===== src/rtl/tq_pkg.sv =====
package tq_pkg;
  typedef enum logic [1:0] {
    TQ_MT  = 2'b00,
    TQ_ST0 = 2'b01,
    TQ_ST1 = 2'b10
  } tq_mode_e;
endpackage


===== src/rtl/tq_ring_ctl.sv =====
// Per-thread ring pointers over a window whose size follows the mode.
module tq_ring_ctl #(
  parameter int DEPTH = 8,
  localparam int PW = $clog2(DEPTH),
  localparam int CW = $clog2(DEPTH + 1)
) (
  input  logic          clk,
  input  logic          rst_n,
  input  logic          clr,
  input  logic          half,
  input  logic          push,
  input  logic          pop,
  output logic [PW-1:0] wptr,
  output logic [PW-1:0] rptr,
  output logic [CW-1:0] occ
);
  localparam logic [PW-1:0] LAST_HALF = PW'(DEPTH / 2 - 1);
  localparam logic [PW-1:0] LAST_FULL = PW'(DEPTH - 1);

  logic [PW-1:0] last;
  assign last = half ? LAST_HALF : LAST_FULL;

  function automatic logic [PW-1:0] step(input logic [PW-1:0] p, input logic [PW-1:0] lim);
    return (p == lim) ? '0 : p + 1'b1;
  endfunction

  always_ff @(posedge clk or negedge rst_n) begin
    if (!rst_n) begin
      wptr <= '0;
      rptr <= '0;
      occ  <= '0;
    end else if (clr) begin
      wptr <= '0;
      rptr <= '0;
      occ  <= '0;
    end else begin
      if (push) wptr <= step(wptr, last);
      if (pop)  rptr <= step(rptr, last);
      case ({push, pop})
        2'b10:   occ <= occ + 1'b1;
        2'b01:   occ <= occ - 1'b1;
        default: occ <= occ;
      endcase
    end
  end
endmodule


===== src/rtl/tq_pingpong_arb.sv =====
// Alternates between threads when both have entries; else serves the one that does.
module tq_pingpong_arb (
  input  logic clk,
  input  logic rst_n,
  input  logic req0,
  input  logic req1,
  input  logic take,
  output logic any,
  output logic gnt
);
  logic last;

  assign any = req0 | req1;
  assign gnt = (req0 && req1) ? ~last : req1;

  always_ff @(posedge clk or negedge rst_n) begin
    if (!rst_n)           last <= 1'b1;
    else if (take && any) last <= gnt;
  end
endmodule


===== src/rtl/tq_mode_ctl.sv =====
// Holds a mode request until the queue is empty, then applies it.
module tq_mode_ctl
  import tq_pkg::*;
(
  input  logic       clk,
  input  logic       rst_n,
  input  logic       req_vld,
  input  logic [1:0] req_mode,
  input  logic       empty,
  output logic [1:0] mode,
  output logic       busy,
  output logic       clr
);
  logic [1:0] tgt;

  assign clr = busy && empty;

  always_ff @(posedge clk or negedge rst_n) begin
    if (!rst_n) begin
      mode <= TQ_MT;
      tgt  <= TQ_MT;
      busy <= 1'b0;
    end else if (clr) begin
      mode <= tgt;
      busy <= 1'b0;
    end else if (req_vld && !busy) begin
      tgt  <= req_mode;
      busy <= 1'b1;
    end
  end
endmodule


===== src/rtl/smt_part_queue.sv =====
module smt_part_queue
  import tq_pkg::*;
#(
  parameter int DEPTH = 8,
  parameter int W = 8,
  localparam int PW = $clog2(DEPTH),
  localparam int CW = $clog2(DEPTH + 1)
) (
  input  logic          clk,
  input  logic          rst_n,
  input  logic          mode_req_vld,
  input  logic [1:0]    mode_req,
  output logic [1:0]    mode_cur,
  output logic          mode_busy,
  input  logic          t0_valid,
  output logic          t0_ready,
  input  logic [W-1:0]  t0_data,
  input  logic          t1_valid,
  output logic          t1_ready,
  input  logic [W-1:0]  t1_data,
  output logic          out_valid,
  input  logic          out_ready,
  output logic [W-1:0]  out_data,
  output logic          out_tid,
  output logic [CW-1:0] occ0,
  output logic [CW-1:0] occ1,
  output logic          err_inactive
);
  localparam logic [PW-1:0] BASE_HI  = PW'(DEPTH / 2);
  localparam logic [CW-1:0] CAP_HALF = CW'(DEPTH / 2);
  localparam logic [CW-1:0] CAP_FULL = CW'(DEPTH);

  logic          half, clr, gnt, any, take;
  logic [1:0]    act, push, pop, nonempty;
  logic [CW-1:0] cap;
  logic [PW-1:0] wptr [2];
  logic [PW-1:0] rptr [2];
  logic [CW-1:0] occ  [2];
  logic [PW-1:0] base [2];
  logic [W-1:0]  mem  [DEPTH];

  tq_mode_ctl u_mode (
    .clk      (clk),
    .rst_n    (rst_n),
    .req_vld  (mode_req_vld),
    .req_mode (mode_req),
    .empty    (occ[0] == '0 && occ[1] == '0),
    .mode     (mode_cur),
    .busy     (mode_busy),
    .clr      (clr)
  );

  assign act[0] = (mode_cur != TQ_ST1);
  assign act[1] = (mode_cur != TQ_ST0);
  assign half   = act[0] && act[1];
  assign cap    = half ? CAP_HALF : CAP_FULL;

  // Thread 1 owns the upper half only while partitioned.
  assign base[0] = '0;
  assign base[1] = half ? BASE_HI : '0;

  assign t0_ready = act[0] && !mode_busy && (occ[0] < cap);
  assign t1_ready = act[1] && !mode_busy && (occ[1] < cap);
  assign push[0]  = t0_valid && t0_ready;
  assign push[1]  = t1_valid && t1_ready;

  tq_pingpong_arb u_arb (
    .clk   (clk),
    .rst_n (rst_n),
    .req0  (nonempty[0]),
    .req1  (nonempty[1]),
    .take  (out_ready),
    .any   (any),
    .gnt   (gnt)
  );

  assign take   = any && out_ready;
  assign pop[0] = take && !gnt;
  assign pop[1] = take && gnt;

  for (genvar t = 0; t < 2; t++) begin : g_thr
    assign nonempty[t] = (occ[t] != '0);
    tq_ring_ctl #(.DEPTH(DEPTH)) u_ring (
      .clk   (clk),
      .rst_n (rst_n),
      .clr   (clr),
      .half  (half),
      .push  (push[t]),
      .pop   (pop[t]),
      .wptr  (wptr[t]),
      .rptr  (rptr[t]),
      .occ   (occ[t])
    );
  end

  always_ff @(posedge clk) begin
    if (push[0]) mem[base[0] + wptr[0]] <= t0_data;
    if (push[1]) mem[base[1] + wptr[1]] <= t1_data;
  end

  assign out_valid = any;
  assign out_tid   = gnt;
  assign out_data  = mem[base[gnt] + rptr[gnt]];
  assign occ0      = occ[0];
  assign occ1      = occ[1];

  always_ff @(posedge clk or negedge rst_n) begin
    if (!rst_n) err_inactive <= 1'b0;
    else        err_inactive <= (!act[0] && t0_valid) || (!act[1] && t1_valid);
  end
endmodule


===== config.mk =====
export PLATFORM = sky130hd
export DESIGN_NAME = smt_part_queue
export DESIGN_NICKNAME = d
export VERILOG_FILES = /design/src/rtl/tq_pkg.sv /design/src/rtl/tq_ring_ctl.sv /design/src/rtl/tq_pingpong_arb.sv /design/src/rtl/tq_mode_ctl.sv /design/src/rtl/smt_part_queue.sv
export SDC_FILE = /design/constraint.sdc
export NUM_CORES = 1
export LEC_CHECK = 0
export BUFFER_PORTS_ARGS = -buffer_cell sky130_fd_sc_hd__buf_2
export CORE_MARGIN = 4
export CORE_UTILIZATION = 31
export DETAILED_ROUTE_END_ITERATION = 12
export GPL_TIMING_DRIVEN = 1
export PLACE_DENSITY_LB_ADDON = 0.15
export SLEW_MARGIN = 10
export SYNTH_ARGS = -nofsm -noshare
export SYNTH_HDL_FRONTEND = slang
export SYNTH_SLANG_ARGS = --single-unit

===== constraint.sdc =====
create_clock -name clk -period 3.75 [get_ports clk]
set_input_delay 0 -clock clk [delete_from_list [all_inputs] [get_ports clk]]
set_output_delay 0 -clock clk [all_outputs]
set_load 0.02 [all_outputs]

# == Yosys cells after proc, flatten, opt, wreduce, memory -nomap -nowiden ==
# Memories as Yosys holds them, arrays and structs flattened.
# Cells that the tools add are included.
# totals
mem_count,1
elab_cells,104
mem_bits_rw,64
regBits,27
# mem_list
name,words,word_bits,read_ports,rd_clocked_by_memory_dff,write_ports,line_no,source
mem,8,8,1,0,2,smt_part_queue.sv:40,logic [W-1:0] mem [DEPTH];
# op_classes
mux,32
n_reduce_logical,33
n_bitwise,4
eq_ne,10
order_cmp,3
n_addsub,10
# ops
operator,count
$mux 3,20
$logic_and 1x1->1,16
$pmux 4 s2,2
$add 3x1->3 const B,4
$eq 3x3->1,4
$mux 4,3
$reduce_bool 2->1,5
$add 4x1->4 const B,2
$logic_not 4->1,2
$lt 4x4->1,2
$reduce_bool 4->1,2
$sub 4x1->4 const B,2
$mux 1,7
$add 3x3->3,2
$reduce_bool 3->1,2
$eq 2x1->1 const B,2
$eq 2x2->1 const B,2
$logic_not 1->1,4
$ge 2x2->1 const B,1
$ne 2x1->1 const B,1
$ne 2x2->1 const B,1
$not 1->1,2
$not 1->2,1
$reduce_and 2->1,1
2 further kinds,2

# == Longest topological paths before layout ==
# Gate-level depths: netlist of the first run.
# depth
word_depth,9
mapped_depth,12
mapped_depth_nobuf,11

# == Hierarchy ==
# A second synthesis of the first run with hierarchy kept.
# unflattened
hier_cells,442
hier_area_um2,5516.5
# modules_own_cells
mod,area_each_um2,seq_area_each_um2,n_inst,cells_per_inst
smt_part_queue,3966.3,1946.9,1,297
tq_ring_ctl at g_thr[0].u_ring,651.9,250.2,1,65
tq_ring_ctl at g_thr[1].u_ring,638.1,250.2,1,61
tq_mode_ctl,209.0,125.1,1,14
tq_pingpong_arb,51.3,26.3,1,5

# == Least setup slack after synthesis of the first run ==
# No wires, ideal clock.
# synth_path
path_type,register to register
startpoint,reg u_mode.mode[0]
endpoint,reg g_thr[0].u_ring.occ[2]
t_arrival_ps,3847
required_time_ps,3672
path_stages_with_launch,13
synth_period_minus_slack_ps,3925
setup_time_ps,78
slack_ps,-175
path_cell_list,dfrtp_1 inv_1 ha_1 buf_2 a2111oi_1 nand2_1 ha_1 xor2_1 ha_1 a21oi_1 xor2_1 or3_1 a21oi_1
# synth_between
elab_chain_cells,9
word_cells_on_any_way,13
cone_classes,order compare: 1; eq/ne: 4; mux: 3; reduce/logical: 5
# synth_lines
element,line_no,source
from (decl),tq_mode_ctl.sv:10,"output logic [1:0] mode,"
from (signal assigned),tq_mode_ctl.sv:24,mode <= tgt;
$ne 2x2->1 or $ne 2x1->1 (tied branches),"smt_part_queue.sv:53, smt_part_queue.sv:54",
$logic_and 1x1->1,smt_part_queue.sv:55,assign half = act[0] && act[1];
$mux 4,smt_part_queue.sv:56,assign cap = half ? CAP_HALF : CAP_FULL;
$lt 4x4->1,smt_part_queue.sv:62,assign t0_ready = act[0] && !mode_busy && (occ[0] < cap);
$logic_and 1x1->1 (*),smt_part_queue.sv:62,
via t0_ready,smt_part_queue.sv:16,"output logic t0_ready,"
$logic_and 1x1->1 (*),smt_part_queue.sv:64,assign push[0] = t0_valid && t0_ready;
$eq 2x1->1 or $eq 2x2->1 (tied branches),tq_ring_ctl.sv:39,"case ({push, pop})"
$pmux 4 s2,tq_ring_ctl.sv:39,
$mux 4,tq_ring_ctl.sv:32,end else if (clr) begin
to (signal assigned),tq_ring_ctl.sv:40,2'b10: occ <= occ + 1'b1;
to (signal assigned),tq_ring_ctl.sv:41,2'b01: occ <= occ - 1'b1;
to (decl),tq_ring_ctl.sv:15,output logic [CW-1:0] occ
# Mark *: on every way through the listed nets, which the timed path passes. The rest lies on a longest branch.
# A chain may end at the register's enable or synchronous reset.

# == Final worst setup path of the first run ==
# layout_path
startpoint,reg g_thr[1].u_ring.occ[3]
endpoint,out out_data[0]
# layout_between
elab_chain_cells,9
word_cells_on_any_way,12
cone_classes,add/sub: 1; mux: 7; bitwise: 1; reduce/logical: 2; memory: 1
# layout_lines
element,line_no,source
from (decl),tq_ring_ctl.sv:15,
from (signal assigned),tq_ring_ctl.sv:40,
from (signal assigned),tq_ring_ctl.sv:41,
$reduce_bool 4->1 (*),smt_part_queue.sv:82,assign nonempty[t] = (occ[t] != '0);
$logic_and 1x1->1,tq_pingpong_arb.sv:14,assign gnt = (req0 && req1) ? ~last : req1;
$mux 1 (*),tq_pingpong_arb.sv:14,
$not 1->2 (not written as such) (*),smt_part_queue.sv:103,assign out_data = mem[base[gnt] + rptr[gnt]];
$mux 3 (not written as such) (3 in series),smt_part_queue.sv:103,
$add 3x3->3 (*),smt_part_queue.sv:103,
$mem_v2 8x8 (*),--,
to (decl),smt_part_queue.sv:23,"output logic [W-1:0] out_data,"
# Every way passes the cells marked *; elsewhere a longest branch is shown, timed or not. The select of a mux whose other input is x is not followed.

==> results of run 1 <==
==> layer usage <==
layer,up-vias,share of wire [%],track usage [%]
met5,-,0,0
met4,0,1.5,4.13
met3,12,3.5,2.89
met2,68,47,21.5
met1,1626,48,20.2
li1,1501,-,-
==> Yosys cell counts, types with 2 or more instances <==
cell / instances / area share [%]
inv_1: 7 / 0.53
o22ai_1: 2 / 0.25
buf_2: 2 / 0.20
o21bai_1: 3 / 0.46
xor2_1: 9 / 1.6
nor2_1: 13 / 0.99
or4_1: 4 / 0.61
o41ai_1: 2 / 0.35
nor4_1: 3 / 0.38
a31oi_1: 2 / 0.25
ha_1: 10 / 2.5
nand3b_1: 2 / 0.30
nand3_1: 7 / 0.71
a211oi_1: 2 / 0.30
or2_2: 2 / 0.25
nand2b_1: 2 / 0.25
or3_1: 3 / 0.38
o21ai_0: 7 / 0.71
edfxtp_1: 64 / 39
a22o_1: 3 / 0.53
clkbuf_1: 8 / 0.61
dfrtp_1: 26 / 13
mux2_2: 91 / 21
mux4_2: 8 / 3.6
mux2i_1: 3 / 0.61
buf_6: 4 / 0.91
a21oi_1: 12 / 1.2
xnor2_1: 3 / 0.53
nor3_2: 4 / 0.81
nor3_1: 2 / 0.20
nand2_1: 19 / 1.4
mux2_1: 9 / 2.1
==> through the flow <==
stage               hold WS [ps]  setup WS, ps  std cells  instance area, sq um  util, %
floorplan                   -296           351        354                  4950        -
global placement            67.7           527        614                  5480     35.5
detailed placement          64.6           431        614                  5480     35.5
CTS                         54.5           407        636                  5840     37.9
global route                85.0           229        636                  5850     37.9
finish                      73.9           479        636                  5850     37.9
==> flip-flops by register name, indices dropped and copies added, names as in the netlist <==
register           flops
g_thr.u_ring.occ       8
mem                   64
g_thr.u_ring.wptr      6
err_inactive           1
u_mode.busy            1
u_arb.last             1
u_mode.tgt             2
g_thr.u_ring.rptr      6
u_mode.mode            2
==> worst paths after layout <==
kind | from | end | slack, ps | depth (start not counted)
setup / recovery | g_thr[1].u_ring.occ[3] | out_data[0] | 480 | 6
hold / removal | t1_data[6] | mem[1][6] | 70 | 2
setup reg to reg | u_mode.mode[0] | g_thr[0].u_ring.occ[2] | 480 | 11
hold reg to reg | u_arb.last | u_arb.last | 480 | 2
max in group asynchronous | rst_n | g_thr[0].u_ring.rptr[1] | 3110 | 2
min in group asynchronous | rst_n | g_thr[1].u_ring.occ[2] | 220 | 2
==> report_power, final <==
| part | internal (mW) | switching [mW] |
|---|---|---|
| Clock | 0.517 | 0.406 |
| Combinational | 0.853 | 1.00 |
| Sequential | 1.21 | 0.205 |
| Total | 2.58 | 1.62 |
==> layout make-up <==
class                           instances  area [sq um]  share of cell area (%)
Sequential cell                        91          2600                    44.4
Multi-Input combinational cell        241          2240                    38.2
Timing Repair Buffer                   71           433                    7.40
Tap cell                              211           264                    4.51
Clock buffer                            9           225                    3.85
Clock inverter                          6          65.1                    1.11
Inverter                                7          26.3                   0.449
==> cells by family (layout without fill, tap and decap cells) <==
group,Yosys count,after routing
AOI/OAI and AO/OA,41,41
xor gates and xnor gates,12,12
adders and majority gates,10,10
DFF,91,91
muxes,113,113
and+or+nand+nor,65,65
buffers and inverters,22,93
==> worst max-delay path: cells and delay by family, from the launching register on <==
family / cells / cell delay [ps]
buffers and inverters: 1 / 180
DFF: 1 / 460
muxes: 3 / 1400
and+or+nand+nor: 2 / 880
==> timing repair <==
item                      4_1_cts  5_1_grt
hold buffers                    7        0
hold endpoints to repair       32        0
gates resized for setup         0        0
==> flow_metrics.env, run 1 <==
export IMPL_status="finished clean"
export IMPL_synth_edf_count=64
export IMPL_layout_commonest_cell="mux2_2"
export IMPL_synthMuxAreaShare_pct=27.6
export IMPL_setup_tns_ps=0
export IMPL_hold_viol=0
export IMPL_wirelength_mm=12.5
export IMPL_grt_max_degree=33
export IMPL_setup_viol=0
export IMPL_synth_compound_area_share_pct=5.95
export IMPL_antenna_found_initial=0
export IMPL_synth_seq_area_share_pct=52.6
export IMPL_grt_ovfl_total=0
export IMPL_ys_ff_latch=91
export IMPL_synth_simple_area_share_pct=6.84
export IMPL_yosysWarnings=0
export IMPL_fmax_mhz=306
export IMPL_arrival_ps=3270
export IMPL_first_global_vias=3240
export IMPL_rsz0062_at_grt="no"
export IMPL_postSynth_asyncResetShare_pct=29.7
export IMPL_synthAdderAreaFrac_pct=2.53
export IMPL_wl_per_cell_um=19.6
export IMPL_crit_path_cell_trace="or4_1 > nand2_2 > mux2_4 > mux2_2 > mux4_2 > buf_2"
export IMPL_synth_cell_types=48
export IMPL_cts_buffers=9
export IMPL_dieArea_sq_um=18000
export IMPL_num_fill_cells=1472
export IMPL_finalCritPeriodShare_pct=87.2
export IMPL_finalClockSkew_ps=9.10
export IMPL_postSynthCellCount=354
export IMPL_cts_buffer_depth=2
export IMPL_maxCapViolCount=0
export IMPL_worstSetupStartpointType="flip-flop"
export IMPL_io_pin_count=48
export IMPL_synth_nets=388
export IMPL_routed_via_density=5.04
export IMPL_p_per_area_nw_per_um2=717
export IMPL_cts_sinks=91
export IMPL_placementRows=45
export IMPL_diodes=0
export IMPL_worstPathRequired_ps=3750
export IMPL_portBuffers=47
export IMPL_synth_main_ff_cell="edfxtp_1"
export IMPL_synth_top_family_by_area="multiplexers"
export IMPL_cts_root_buf="clkbuf_16"
export IMPL_place_congestion=0.773
export IMPL_die_y_um=134
export IMPL_grt_use_total_pct=14.1
export IMPL_finalPower_mw=4.19
export IMPL_drt_iter0_markers=163
export IMPL_tightest_slew_ps=989
export IMPL_start_util_pct=32.0
export IMPL_vias=3207
export IMPL_grt_pass1_wl_mm=19.3
export IMPL_clock_insertion_delay_worst_skew_ps=350
export IMPL_syn_avg_cell_area_sq_um=14.0
export IMPL_dr_pass1_iters=4
export IMPL_drc=0
export IMPL_final_layout_size_suffix_gt1_share_pct=45.4
export IMPL_die_x_um=134
export IMPL_p_leak_nw=2.16
export IMPL_final_nets=455
export IMPL_fin_crit_ps=3270
export IMPL_antenna_left=0
export IMPL_worstHoldPathType="input pin to flip-flop"
export IMPL_peakVddDrop_uv=405
export IMPL_final_cell_mix="mux2_2, edfxtp_1, buf_2"
export IMPL_synth_xor_area_share_pct=2.13
export IMPL_cts_htree_levels=3
export IMPL_critical_path_max_stage_delay_ps=680
export IMPL_synthToLayoutAreaGrowth_pct=18.4
export IMPL_core_sq_um=15400
export IMPL_syn_cell_area_sq_um=4940
export IMPL_cp_max_fo=32
export IMPL_slew_violations=0
export IMPL_path_class="flip-flop to primary output"
export IMPL_cpMaxStageDelayCell="or4_1"
export IMPL_path_clk_slew_ps=70
export IMPL_end_kind="primary output"
export IMPL_cts_tree="done"
export IMPL_hpwl_mm=8.41
export IMPL_cts_setup_buffers=0
export IMPL_relSlewSlack_pct=34.0
(Power assumes the default switching activity.)
==> inputs of run 2 (changes only) <==
Clock period 3.75 ns to 3.1 ns, I/O delays scaled along.
==> run 2 against run 1 <==
Effect of this change: via count up 2.8%; worst setup slack got worse by 370 ps; register-to-register slack got worse by 150 ps; first-iteration DRC count fell by 4.9%; power is 28% higher; non-clock buffer count rose by 22; cell area is 4.6% higher; sequential share of layout area fell by 2.0 points; hold slack got worse by 18 ps; clock-buffer cell count stayed put; cell count is 3.8% higher; highest routed layer unchanged.
==> flow_metrics.env, run 2 (same netlist as run 1, synthesis figures left out) <==
export IMPL_combPwrFrac_pct=46.4
export IMPL_hpwl_mm=8.41
export IMPL_tightest_slew_ps=641
export IMPL_critical_path_buf_inv_count=1
export IMPL_r2r_slack_ps=330
export IMPL_crit_start="g_thr[1].u_ring.occ[3]"
export IMPL_io_pin_count=48
export IMPL_critical_path_max_stage_delay_ps=620
export IMPL_final_cells=660
export IMPL_fin_crit_ps=2990
export IMPL_vias=3297
export IMPL_place_inst=635
export IMPL_cts_tree="done"
export IMPL_worstPathRequired_ps=3100
export IMPL_fmax_mhz=335
export IMPL_start_util_pct=32.0
export IMPL_end_kind="primary output"
export IMPL_placementRows=45
export IMPL_crit_path_cell_trace="or4_4 > nand2_8 > mux2_8 > mux2_1 > mux4_2 > buf_2"
export IMPL_cts_sinks=91
export IMPL_r2r_end="g_thr[0].u_ring.occ[2]"
export IMPL_grt_pass1_wl_mm=19.7
export IMPL_status="finished clean"
export IMPL_p_per_area_nw_per_um2=875
export IMPL_p_switching_mw=2.03
export IMPL_place_congestion=0.793
export IMPL_die_x_um=134
export IMPL_pwr_share_seq_pct=31.7
export IMPL_rr_worst_depth=11
export IMPL_relSlewSlack_pct=57.2
export IMPL_drt_iter0_markers=155
export IMPL_cts_buffers=9
export IMPL_cpMaxStageDelayCell="or4_4"
export IMPL_setup_viol=0
export IMPL_reg2reg_from="u_mode.mode[0]"
export IMPL_antenna_left=0
export IMPL_final_area_sq_um=6120
export IMPL_power_internal_mw=3.33
export IMPL_grt_max_degree=28
export IMPL_peakVddDrop_uv=420
export IMPL_cts_buffer_depth=2
export IMPL_layout_commonest_cell="mux2_2"
export IMPL_grt_use_total_pct=14.5
export IMPL_wl_per_cell_um=19.0
export IMPL_hold_viol=0
export IMPL_routed_via_density=5.00
export IMPL_p_leak_nw=2.30
export IMPL_first_global_vias=3512
export IMPL_finalClockSkew_ps=9.58
export IMPL_synthToLayoutAreaGrowth_pct=23.8
export IMPL_register_area_sq_um=2600
export IMPL_swShare_pct=37.9
export IMPL_cp_max_fo=8
export IMPL_core_sq_um=15400
export IMPL_antenna_found_initial=0
export IMPL_dpl_instance_area_sq_um=5670
export IMPL_finalCritPeriodShare_pct=96.4
export IMPL_worst_path_stages=6
export IMPL_maxCapViolCount=0
export IMPL_final_cell_mix="mux2_2, edfxtp_1, buf_2"
export IMPL_clock_insertion_delay_worst_skew_ps=350
export IMPL_p_clk_share_pct=21.9
export IMPL_cts_htree_levels=3
export IMPL_die_y_um=134
export IMPL_grt_ovfl_total=0
export IMPL_largest_reg_flops=64
export IMPL_portBuffers=47
export IMPL_num_fill_cells=1498
export IMPL_rsz0062_at_grt="no"
export IMPL_arrival_ps=2990
export IMPL_multi_input_area_sq_um=2320
export IMPL_cts_root_buf="clkbuf_16"
export IMPL_final_layout_size_suffix_gt1_share_pct=48.1
export IMPL_crit_family="multiplexers"
export IMPL_path_clk_slew_ps=70
export IMPL_crit_end="out_data[7]"
export IMPL_final_nets=479
export IMPL_slew_violations=0
export IMPL_wirelength_mm=12.5
export IMPL_dieArea_sq_um=18000
export IMPL_drc=0
export IMPL_setup_tns_ps=0
export IMPL_path_class="flip-flop to primary output"
export IMPL_dr_pass1_iters=4
export IMPL_worstHoldPathType="input pin to flip-flop"
export IMPL_diodes=0
export IMPL_worstSetupStartpointType="flip-flop"
[run 2: cell count changes in the layout (fill, tap and decap cells not counted), sizes merged]
cell,change
dlygate4sd3,+1
clkinvlp,-1
buf,+21
mux2,+2
bufinv,+1
[run 2: repair_timing]
action	CTS	global route
endpoints found under the hold margin	32	0
gates cloned	1	1
hold buffers	8	0
buffers inserted	0	0
endpoints found under the setup margin	8	6
resized for setup	3	1
pin swaps	0	0
[run 2: metal layers]
layer  part of all wire [%]  GRT usage [%]  vias up  routed length [um]
met5                      0              0        -                   0
met4                    2.0           4.52        0                 250
met3                    4.0           3.75       16                 503
met2                     50           24.3       75                6200
met1                     44           18.3     1654                5560
li1                       -              -     1552                   -
[run 2: layout make-up]
| cell class | count | area share (%) |
|---|---|---|
| Sequential cell | 91 | 42.5 |
| Clock buffer | 9 | 3.68 |
| Tap cell | 211 | 4.31 |
| Multi-Input combinational cell | 243 | 37.9 |
| Clock inverter | 6 | 1.43 |
| Inverter | 7 | 0.429 |
| Timing Repair Buffer | 93 | 9.82 |
[run 2: how the worst min path moves through the flow]
stage / start / end / slack [ps] / cells after the start
CTS: t1_data[4] / mem[2][4] / 40 / 2
floorplan: rst_n / err_inactive / -300 / 0
detailed placement: rst_n / g_thr[1].u_ring.occ[1] / 70 / 1
global placement: rst_n / u_mode.tgt[1] / 60 / 1
finish: t1_data[4] / mem[4][4] / 60 / 2
global route: t1_data[3] / mem[4][3] / 70 / 2
[run 2: power groups by stage]
stage	registers (mW)	logic (mW)	clock network, mW
floorplan	1.73	1.69	0
global placement	1.69	2.38	0
detailed placement	1.70	2.40	0
CTS	1.69	2.49	1.21
global route	1.73	2.72	1.27
finish	1.70	2.48	1.18
[run 2: through the flow]
step / setup slack [ps] / hold slack (ps) / power [mW] / util (%)
6_report: 112 / 56.1 / 5.36 / 39.7
5_1_grt: 30.0 / 66.3 / 5.72 / 39.7
3_5_place_dp: 247 / 71.9 / 4.09 / 36.7
2_1_floorplan: -55.5 / -296 / 3.42 / -
3_3_place_gp: 276 / 59.4 / 4.07 / 36.7
4_1_cts: 46.0 / 40.0 / 5.39 / 39.5
